File: config.mk
export PLATFORM = sky130hd
export DESIGN_NAME = spi_os_slave
export DESIGN_NICKNAME = d
export VERILOG_FILES = /design/src/rtl/spi_os_pkg.sv /design/src/rtl/spi_os_sync.sv /design/src/rtl/spi_os_txfifo.sv /design/src/rtl/spi_os_shifter.sv /design/src/rtl/spi_os_slave.sv
export SDC_FILE = /design/constraint.sdc
export NUM_CORES = 1
export LEC_CHECK = 0
export BUFFER_PORTS_ARGS = -buffer_cell sky130_fd_sc_hd__buf_2
export CORE_ASPECT_RATIO = 0.7
export CORE_UTILIZATION = 55
export CTS_CLUSTER_DIAMETER = 80
export DETAILED_ROUTE_END_ITERATION = 10
export PLACE_DENSITY = 0.74
export REMOVE_ABC_BUFFERS = 1
export SKIP_LAST_GASP = 1
export SYNTH_ARGS = -nofsm -noshare
export SYNTH_HDL_FRONTEND = slang
export SYNTH_SLANG_ARGS = --single-unit
File: constraint.sdc
create_clock -name clk_i -period 3.2 [get_ports clk_i]
set_clock_uncertainty 0.2 [all_clocks]
set_input_delay 0.16 -clock clk_i [delete_from_list [all_inputs] [get_ports clk_i]]
set_output_delay 0.16 -clock clk_i [all_outputs]
set_load 0.03 [all_outputs]
File: src/rtl/spi_os_pkg.sv
package spi_os_pkg;
  localparam int unsigned BYTE_W = 8;
  typedef logic [BYTE_W-1:0] byte_t;

  localparam byte_t FILL_BYTE = 8'h33;

  // interrupt flag positions
  localparam int unsigned IRQ_NOT_FULL = 0;
  localparam int unsigned IRQ_EMPTY    = 1;
  localparam int unsigned IRQ_RX       = 2;
  localparam int unsigned IRQ_W        = 3;
endpackage

File: src/rtl/spi_os_sync.sv
module spi_os_sync #(
  parameter int unsigned W      = 3,
  parameter int unsigned STAGES = 2,
  parameter logic [W-1:0] RST_VAL = '0
) (
  input  logic         clk_i,
  input  logic         rst_ni,
  input  logic [W-1:0] d_i,
  output logic [W-1:0] q_o,
  output logic [W-1:0] prev_o
);
  logic [W-1:0] st_q [STAGES];
  logic [W-1:0] prev_q;

  always_ff @(posedge clk_i or negedge rst_ni) begin
    if (!rst_ni) st_q[0] <= RST_VAL;
    else         st_q[0] <= d_i;
  end

  for (genvar s = 1; s < STAGES; s++) begin : g_stage
    always_ff @(posedge clk_i or negedge rst_ni) begin
      if (!rst_ni) st_q[s] <= RST_VAL;
      else         st_q[s] <= st_q[s-1];
    end
  end

  always_ff @(posedge clk_i or negedge rst_ni) begin
    if (!rst_ni) prev_q <= RST_VAL;
    else         prev_q <= st_q[STAGES-1];
  end

  assign q_o    = st_q[STAGES-1];
  assign prev_o = prev_q;
endmodule

File: src/rtl/spi_os_txfifo.sv
module spi_os_txfifo
  import spi_os_pkg::*;
#(
  parameter int unsigned DEPTH = 4,
  parameter int unsigned DW    = BYTE_W,
  parameter logic [DW-1:0] RST_BYTE = FILL_BYTE
) (
  input  logic          clk_i,
  input  logic          rst_ni,
  input  logic          wr_en_i,
  input  logic [DW-1:0] wr_data_i,
  input  logic          clear_i,
  input  logic          ovf_clear_i,
  input  logic          pop_i,
  output logic [DW-1:0] pop_data_o,
  output logic          empty_o,
  output logic          full_o,
  output logic          ovf_o
);
  localparam int unsigned AW = (DEPTH > 1) ? $clog2(DEPTH) : 1;
  localparam int unsigned CW = $clog2(DEPTH + 1);
  localparam logic [AW-1:0] LAST_IDX = AW'(DEPTH - 1);

  logic [DW-1:0] mem_q [DEPTH];
  logic [AW-1:0] rd_q, wr_q;
  logic [CW-1:0] cnt_q;
  logic [DW-1:0] last_q;
  logic          ovf_q;
  logic          do_wr, do_pop;

  function automatic logic [AW-1:0] next_idx(input logic [AW-1:0] idx);
    return (idx == LAST_IDX) ? '0 : idx + AW'(1);
  endfunction

  assign empty_o = (cnt_q == '0);
  assign full_o  = (cnt_q == CW'(DEPTH));
  assign do_wr   = wr_en_i && !full_o && !clear_i;
  assign do_pop  = pop_i && !empty_o && !clear_i;

  // empty queue returns the byte last taken from storage
  assign pop_data_o = empty_o ? last_q : mem_q[rd_q];

  // storage is never cleared by clear_i
  for (genvar i = 0; i < DEPTH; i++) begin : g_mem
    always_ff @(posedge clk_i or negedge rst_ni) begin
      if (!rst_ni)                        mem_q[i] <= RST_BYTE;
      else if (do_wr && wr_q == AW'(i))   mem_q[i] <= wr_data_i;
    end
  end

  always_ff @(posedge clk_i or negedge rst_ni) begin
    if (!rst_ni) begin
      rd_q  <= '0;
      wr_q  <= '0;
      cnt_q <= '0;
    end else if (clear_i) begin
      rd_q  <= '0;
      wr_q  <= '0;
      cnt_q <= '0;
    end else begin
      if (do_wr)  wr_q <= next_idx(wr_q);
      if (do_pop) rd_q <= next_idx(rd_q);
      cnt_q <= cnt_q + CW'(do_wr) - CW'(do_pop);
    end
  end

  always_ff @(posedge clk_i or negedge rst_ni) begin
    if (!rst_ni)                   last_q <= RST_BYTE;
    else if (pop_i && !empty_o)    last_q <= mem_q[rd_q];
  end

  always_ff @(posedge clk_i or negedge rst_ni) begin
    if (!rst_ni)                                 ovf_q <= 1'b0;
    else if (ovf_clear_i)                        ovf_q <= 1'b0;
    else if (wr_en_i && full_o && !clear_i)      ovf_q <= 1'b1;
  end

  assign ovf_o = ovf_q;

  always_ff @(posedge clk_i) begin
    if (rst_ni) p_no_overflow_r3: assert (cnt_q <= CW'(DEPTH));
  end

  p_drop_sets_ovf_r3: assert property (@(posedge clk_i) disable iff (!rst_ni)
    (wr_en_i && full_o && !clear_i && !ovf_clear_i) |=> ovf_o);

  p_clear_empties_r5: assert property (@(posedge clk_i) disable iff (!rst_ni)
    clear_i |=> empty_o);

  p_empty_pop_holds_r9: assert property (@(posedge clk_i) disable iff (!rst_ni)
    (pop_i && empty_o && !clear_i) |=> $stable(rd_q));

  p_empty_pop_keeps_byte_r4: assert property (@(posedge clk_i) disable iff (!rst_ni)
    (pop_i && empty_o) |=> $stable(last_q));
endmodule

File: src/rtl/spi_os_shifter.sv
module spi_os_shifter
  import spi_os_pkg::*;
#(
  parameter int unsigned DW = BYTE_W
) (
  input  logic          clk_i,
  input  logic          rst_ni,
  input  logic          active_i,
  input  logic          ss_fall_i,
  input  logic          sck_rise_i,
  input  logic          sck_fall_i,
  input  logic          mosi_i,
  input  logic [DW-1:0] fetch_data_i,
  output logic          fetch_o,
  output logic          miso_o,
  output logic          rx_valid_o,
  output logic [DW-1:0] rx_data_o
);
  localparam int unsigned BW = (DW > 1) ? $clog2(DW) : 1;
  localparam logic [BW-1:0] LAST_BIT = BW'(DW - 1);

  logic [DW-1:0] tx_sr_q, rx_sr_q, rx_data_q;
  logic [BW-1:0] bit_cnt_q;
  logic          reload_q, rx_valid_q;

  // reload_q marks a completed byte; next fetch goes with the falling edge
  assign fetch_o = ss_fall_i || (active_i && sck_fall_i && reload_q);

  always_ff @(posedge clk_i or negedge rst_ni) begin
    if (!rst_ni) begin
      tx_sr_q    <= '0;
      rx_sr_q    <= '0;
      rx_data_q  <= '0;
      bit_cnt_q  <= '0;
      reload_q   <= 1'b0;
      rx_valid_q <= 1'b0;
    end else begin
      rx_valid_q <= 1'b0;
      if (!active_i) begin
        bit_cnt_q <= '0;
        reload_q  <= 1'b0;
      end else if (ss_fall_i) begin
        tx_sr_q   <= fetch_data_i;
        bit_cnt_q <= '0;
        reload_q  <= 1'b0;
      end else begin
        if (sck_rise_i) begin
          rx_sr_q <= {rx_sr_q[DW-2:0], mosi_i};
          if (bit_cnt_q == LAST_BIT) begin
            rx_data_q  <= {rx_sr_q[DW-2:0], mosi_i};
            rx_valid_q <= 1'b1;
            bit_cnt_q  <= '0;
            reload_q   <= 1'b1;
          end else begin
            bit_cnt_q <= bit_cnt_q + BW'(1);
          end
        end
        if (sck_fall_i) begin
          if (reload_q) begin
            tx_sr_q  <= fetch_data_i;
            reload_q <= 1'b0;
          end else begin
            tx_sr_q <= {tx_sr_q[DW-2:0], 1'b0};
          end
        end
      end
    end
  end

  assign miso_o     = tx_sr_q[DW-1];
  assign rx_valid_o = rx_valid_q;
  assign rx_data_o  = rx_data_q;

  p_rx_single_pulse_r2: assert property (@(posedge clk_i) disable iff (!rst_ni)
    rx_valid_o |=> !rx_valid_o);

  p_idle_cnt_reset_r8: assert property (@(posedge clk_i) disable iff (!rst_ni)
    !active_i |=> (bit_cnt_q == '0) && !reload_q);

  p_no_rx_idle_r8: assert property (@(posedge clk_i) disable iff (!rst_ni)
    !active_i |=> !rx_valid_o);
endmodule

File: src/rtl/spi_os_slave.sv
module spi_os_slave
  import spi_os_pkg::*;
#(
  parameter int unsigned DW          = BYTE_W,
  parameter int unsigned DEPTH       = 4,
  parameter int unsigned SYNC_STAGES = 2,
  parameter logic [DW-1:0] RST_BYTE  = FILL_BYTE
) (
  input  logic          clk_i,
  input  logic          rst_ni,
  input  logic          sck_i,
  input  logic          mosi_i,
  input  logic          ss_ni,
  output logic          miso_o,
  output logic          miso_oe_o,
  input  logic          wr_en_i,
  input  logic [DW-1:0] wr_data_i,
  input  logic          tx_clear_i,
  input  logic          ovf_clear_i,
  input  logic [IRQ_W-1:0] irq_mask_i,
  output logic          rx_valid_o,
  output logic [DW-1:0] rx_data_o,
  output logic          tx_not_full_o,
  output logic          tx_empty_o,
  output logic          tx_ovf_o,
  output logic          irq_o
);
  localparam int unsigned PIN_SCK  = 0;
  localparam int unsigned PIN_MOSI = 1;
  localparam int unsigned PIN_SS   = 2;
  localparam int unsigned PINS     = 3;
  localparam logic [PINS-1:0] PIN_RST = 3'b100;  // SS idles high

  logic [PINS-1:0] pin_q, pin_prev;
  logic            active, ss_fall, sck_rise, sck_fall;
  logic            fetch;
  logic [DW-1:0]   fetch_data;
  logic            q_empty, q_full;
  logic [IRQ_W-1:0] flags;

  spi_os_sync #(
    .W      (PINS),
    .STAGES (SYNC_STAGES),
    .RST_VAL(PIN_RST)
  ) u_sync (
    .clk_i (clk_i),
    .rst_ni(rst_ni),
    .d_i   ({ss_ni, mosi_i, sck_i}),
    .q_o   (pin_q),
    .prev_o(pin_prev)
  );

  assign active   = !pin_q[PIN_SS];
  assign ss_fall  = pin_prev[PIN_SS] && !pin_q[PIN_SS];
  assign sck_rise = active && !pin_prev[PIN_SCK] && pin_q[PIN_SCK];
  assign sck_fall = active && pin_prev[PIN_SCK] && !pin_q[PIN_SCK];

  spi_os_txfifo #(
    .DEPTH   (DEPTH),
    .DW      (DW),
    .RST_BYTE(RST_BYTE)
  ) u_fifo (
    .clk_i      (clk_i),
    .rst_ni     (rst_ni),
    .wr_en_i    (wr_en_i),
    .wr_data_i  (wr_data_i),
    .clear_i    (tx_clear_i),
    .ovf_clear_i(ovf_clear_i),
    .pop_i      (fetch),
    .pop_data_o (fetch_data),
    .empty_o    (q_empty),
    .full_o     (q_full),
    .ovf_o      (tx_ovf_o)
  );

  spi_os_shifter #(
    .DW(DW)
  ) u_shift (
    .clk_i       (clk_i),
    .rst_ni      (rst_ni),
    .active_i    (active),
    .ss_fall_i   (ss_fall),
    .sck_rise_i  (sck_rise),
    .sck_fall_i  (sck_fall),
    .mosi_i      (pin_q[PIN_MOSI]),
    .fetch_data_i(fetch_data),
    .fetch_o     (fetch),
    .miso_o      (miso_o),
    .rx_valid_o  (rx_valid_o),
    .rx_data_o   (rx_data_o)
  );

  assign miso_oe_o     = active;
  assign tx_empty_o    = q_empty;
  assign tx_not_full_o = !q_full;

  always_comb begin
    flags               = '0;
    flags[IRQ_NOT_FULL] = !q_full;
    flags[IRQ_EMPTY]    = q_empty;
    flags[IRQ_RX]       = rx_valid_o;
  end
  assign irq_o = |(flags & irq_mask_i);

  p_rx_needs_select_r8: assert property (@(posedge clk_i) disable iff (!rst_ni)
    rx_valid_o |-> $past(miso_oe_o));

  p_flags_exclusive_r6: assert property (@(posedge clk_i) disable iff (!rst_ni)
    !(tx_empty_o && !tx_not_full_o));

  p_masked_quiet_r7: assert property (@(posedge clk_i) disable iff (!rst_ni)
    (irq_mask_i == '0) |-> !irq_o);
endmodule

==> summary.md <==
| Metric | Value |
|---|---|
| Status | complete, no violations |
| Crit-path leading delay family | adder cells |
| Register area share after synthesis | a little over half |
| P&R area growth vs syn | 14.53% |
| Reg-to-Reg Start | u_shift.reload_q$_DFF_PN0_ |
| Row cnt | 25 |
| Asr flop ratio synth | 100.0% |
| Gate count after technology mapping | 280 |
| CP max FO | 12 |
| First-pass GRT wire length | 11430 um |
| Leak pwr | roughly 2.1 nW |
| Post-route DRC | 0 |
| Hold Crit Class | reg -> reg |
| # H-tree levels | 3 |
| Number of port buffers | 33 |
| Worst slew pin tran | roughly 1.0 ns |
| Reg2Reg Depth | 11 |
| Antenna viol nets, final | 0 |
| Netlist cell types | between 40 and 50 |
| DR vias | 2307 |
| Layout net count | 360 |
| Share of layout cells above drive strength 1 | between 40% and 50% |
| Slew Viols, Final | 0 |
| Initial antenna violation count | 0 |
| #FFs+latches synth | 84 |
| RSZ-0062 raised after global routing | false |
| Routed WL | 6921 um |
| Final hold viol count | 0 |
| Num ports | 34 |
| Area fraction in compound gates after synthesis | 4.147% |
| Syn_area_per_cell | 13.90 um^2 |
| Number of synthesized flops with an enable pin | 0 |
| Slowest-stage cell, CP | dfrtp_1 |
| Drt pass-1 iters | 4 |
| Worst VDD drop | roughly 0.4 mV |
| Maxcap violations | 0 |
| CP Data Arrival Time | roughly 2.8 ns |
| TritonCTS buffer count | 9 |
| Final setup vio count | 0 |
| Largest net degree at the start of global routing | 85 |
| Global route overflow | 0 |
| Slew headroom | 32.02% |
| Buffers plus inverters on the worst setup path | 2 |
| Startpoint types | register |
| Routed len/inst | ~16 um |
| DIE AREA | approximately 7400 um^2 |
| Combinational family with the most area after synthesis | multiplexers |
| RD Place Congestion | 0.7710 |
| Most frequent cells in the layout | 61 x dfrtp_1, 32 x mux2_4, 32 x buf_2 |
| Die span in x | 102.6 um |
| DR vias/cell | 5.365 |
| Initial DRC count | 62 |
| HPWL after DPL | 4598 um |
| Post-CTS setup buffers | 0 |
| Adder-cell area share of the yosys netlist | under 10% |
| Final Cycle Share | approximately 86% |
| Worst setup margin | roughly 0.46 ns |
| Clock transition at path regs | ~0.080 ns |
| Clock Latency Late Sink | approximately 0.37 ns |
| Yosys warns | 0 |
| Reg2reg end | u_fifo.cnt_q[2]$_DFF_PN0_ |
| Post-Synth Simple-Gate Area | 9.611% |
| Req. time, crit path | 3.25 ns |
| Clk buf depth | 2 |
| Xor and xnor area share after synthesis | less than 1% |
| Multiplexer share of the synthesized area | around 25% |
| Setup CP Type | reg -> reg |
| Hold_sp | u_sync.st_q[4]$_DFF_PN0_ |
| Clock sinks | between 80 and 90 |
| Worst hold stages | 0 |
| Most common cell after layout, fill and taps aside | dfrtp_1 |
| Register-to-register setup slack | between 0.4 and 0.5 ns |
| CTS tree | done |
| Antenna cell count | 0 |
| Vias in the first global route | 2264 |
| GRT Total Usage | 21.64% |
| CP peak stage delay | between 0.5 and 0.6 ns |
| Clk root buf | clkbuf_8 |
| Total power | 3.293 mW |
| Power per cell area | about 740 nW/um^2 |
| Initial Utilization | about 57% |
| Die Ht | roughly 72 um |
| Minimum clock period | roughly 2.7 ns |
| Critical path capture point type | register |
| Synth Cell Area | 3892 um^2 |
| FMAX | 364.7 MHz |
| Cell Chain, Critical Path | nand3b_1, a211oi_1, nor2b_1, ha_1, inv_1, ha_1, inv_1, fa_1, xor2_1, xnor2_1, nor2_1 |
| Prevailing post-synth register cell | dfrtp_1 |
| Core Box Area | just under 7000 um^2 |
| Min-Delay Endpoint | u_sync.q_o[1]$_DFF_PN0_ |
| Post-place setup slack | between 0.5 and 0.6 ns |
[cells in the mapped netlist, types with 7 or more instances]
cell type  number  area [um^2]
o31ai_1         7        52.55
nand2_1        20        75.07
inv_1           7        26.28
nor2_1         31        116.4
o21ai_0         9        45.04
dfrtp_1        61         1526
mux4_2          8        180.2
ha_1            9        112.6
mux2_4         32        480.5
dfstp_2        23        604.3
mux2_2         24        270.3
[registers in the layout, summed over array words and instances (netlist names), 7 cells and up]
register           flops
u_shift.rx_data_o      8
u_fifo.mem_q          32
u_shift.tx_sr_q        8
u_fifo.last_q          8
u_shift.rx_sr_q        7
[worst reg2reg max path: stages (launching register included)]
cell	delay (ns)
dfrtp_1	0.55
nand3b_1	0.12
a211oi_1	0.29
nor2b_1	0.19
ha_1	0.25
inv_1	0.06
ha_1	0.13
inv_1	0.05
fa_1	0.38
xor2_1	0.17
xnor2_1	0.19
nor2_1	0.06
[through the flow]
| step | TNS (ns) | area (um^2) | std cells | utilization [%] | hold slack, ns |
|---|---|---|---|---|---|
| after global placement | 0 | 4118 | 398 | 60.66 | 0.06839 |
| after global routing | 0 | 4458 | 430 | 65.68 | 0.1665 |
| after CTS | 0 | 4458 | 430 | 65.68 | 0.1598 |
| after floorplan | -0.03404 | 3817 | 269 | - | -0.3356 |
| after detailed placement | 0 | 4118 | 398 | 60.66 | 0.06865 |
| final | 0 | 4458 | 430 | 65.68 | 0.1573 |
[layer usage]
metal / vias up / part of all wire [%] / global-route usage [%] / routed length (um)
met2: 46 / 45 / 30.52 / 3142
li1: 1079 / - / - / -
met3: 8 / 4.7 / 8.960 / 328
met5: - / 0 / 0 / 0
met4: 0 / 1.0 / 6.032 / 72
met1: 1174 / 49 / 30.85 / 3377
[cells by family after synthesis]
kind of cell,Yosys count
flip-flops,84
AND/OR/NAND/NOR,71
multiplexers,68
AO/OA/AOI/OAI,26
buffers and inverters,19
adder cells (fa/ha/maj),10
XOR/XNOR,2
[worst max path at each step]
stage,from,cells after the start,slack (ns),to
after floorplan,u_shift.reload_q$_DFF_PN0_,11,-0.03,u_fifo.cnt_q[2]$_DFF_PN0_
after global placement,u_shift.reload_q$_DFF_PN0_,11,0.61,u_fifo.cnt_q[2]$_DFF_PN0_
after detailed placement,u_shift.reload_q$_DFF_PN0_,11,0.53,u_fifo.cnt_q[2]$_DFF_PN0_
after CTS,u_shift.reload_q$_DFF_PN0_,11,0.46,u_fifo.cnt_q[2]$_DFF_PN0_
after global routing,u_shift.reload_q$_DFF_PN0_,11,0.32,u_fifo.cnt_q[2]$_DFF_PN0_
final,u_shift.reload_q$_DFF_PN0_,11,0.46,u_fifo.cnt_q[2]$_DFF_PN0_
[area by class of cell]
class                      count  area, um^2
clock buffer                  12       155.1
clock inverter                 4       25.02
fill                         518        2330
inverter                       8       30.03
multi-input combinational    177        1657
sequential                    84        2131
tap                           94       117.6
timing repair buffer          51       342.8
[report_power, final]
part	internal, mW	total, mW	switching [mW]
Sequential	1.45	1.65	0.197
Combinational	0.563	0.953	0.391
Clock	0.322	0.691	0.369
[repair_timing]
| item | 4_1_cts | 5_1_grt |
|---|---|---|
| hold buffers | 16 | 0 |
| endpoints found under the hold margin | 104 | 0 |
| gates resized for setup | 0 | 0 |
Note: power is estimated with default switching activity, not from simulation.
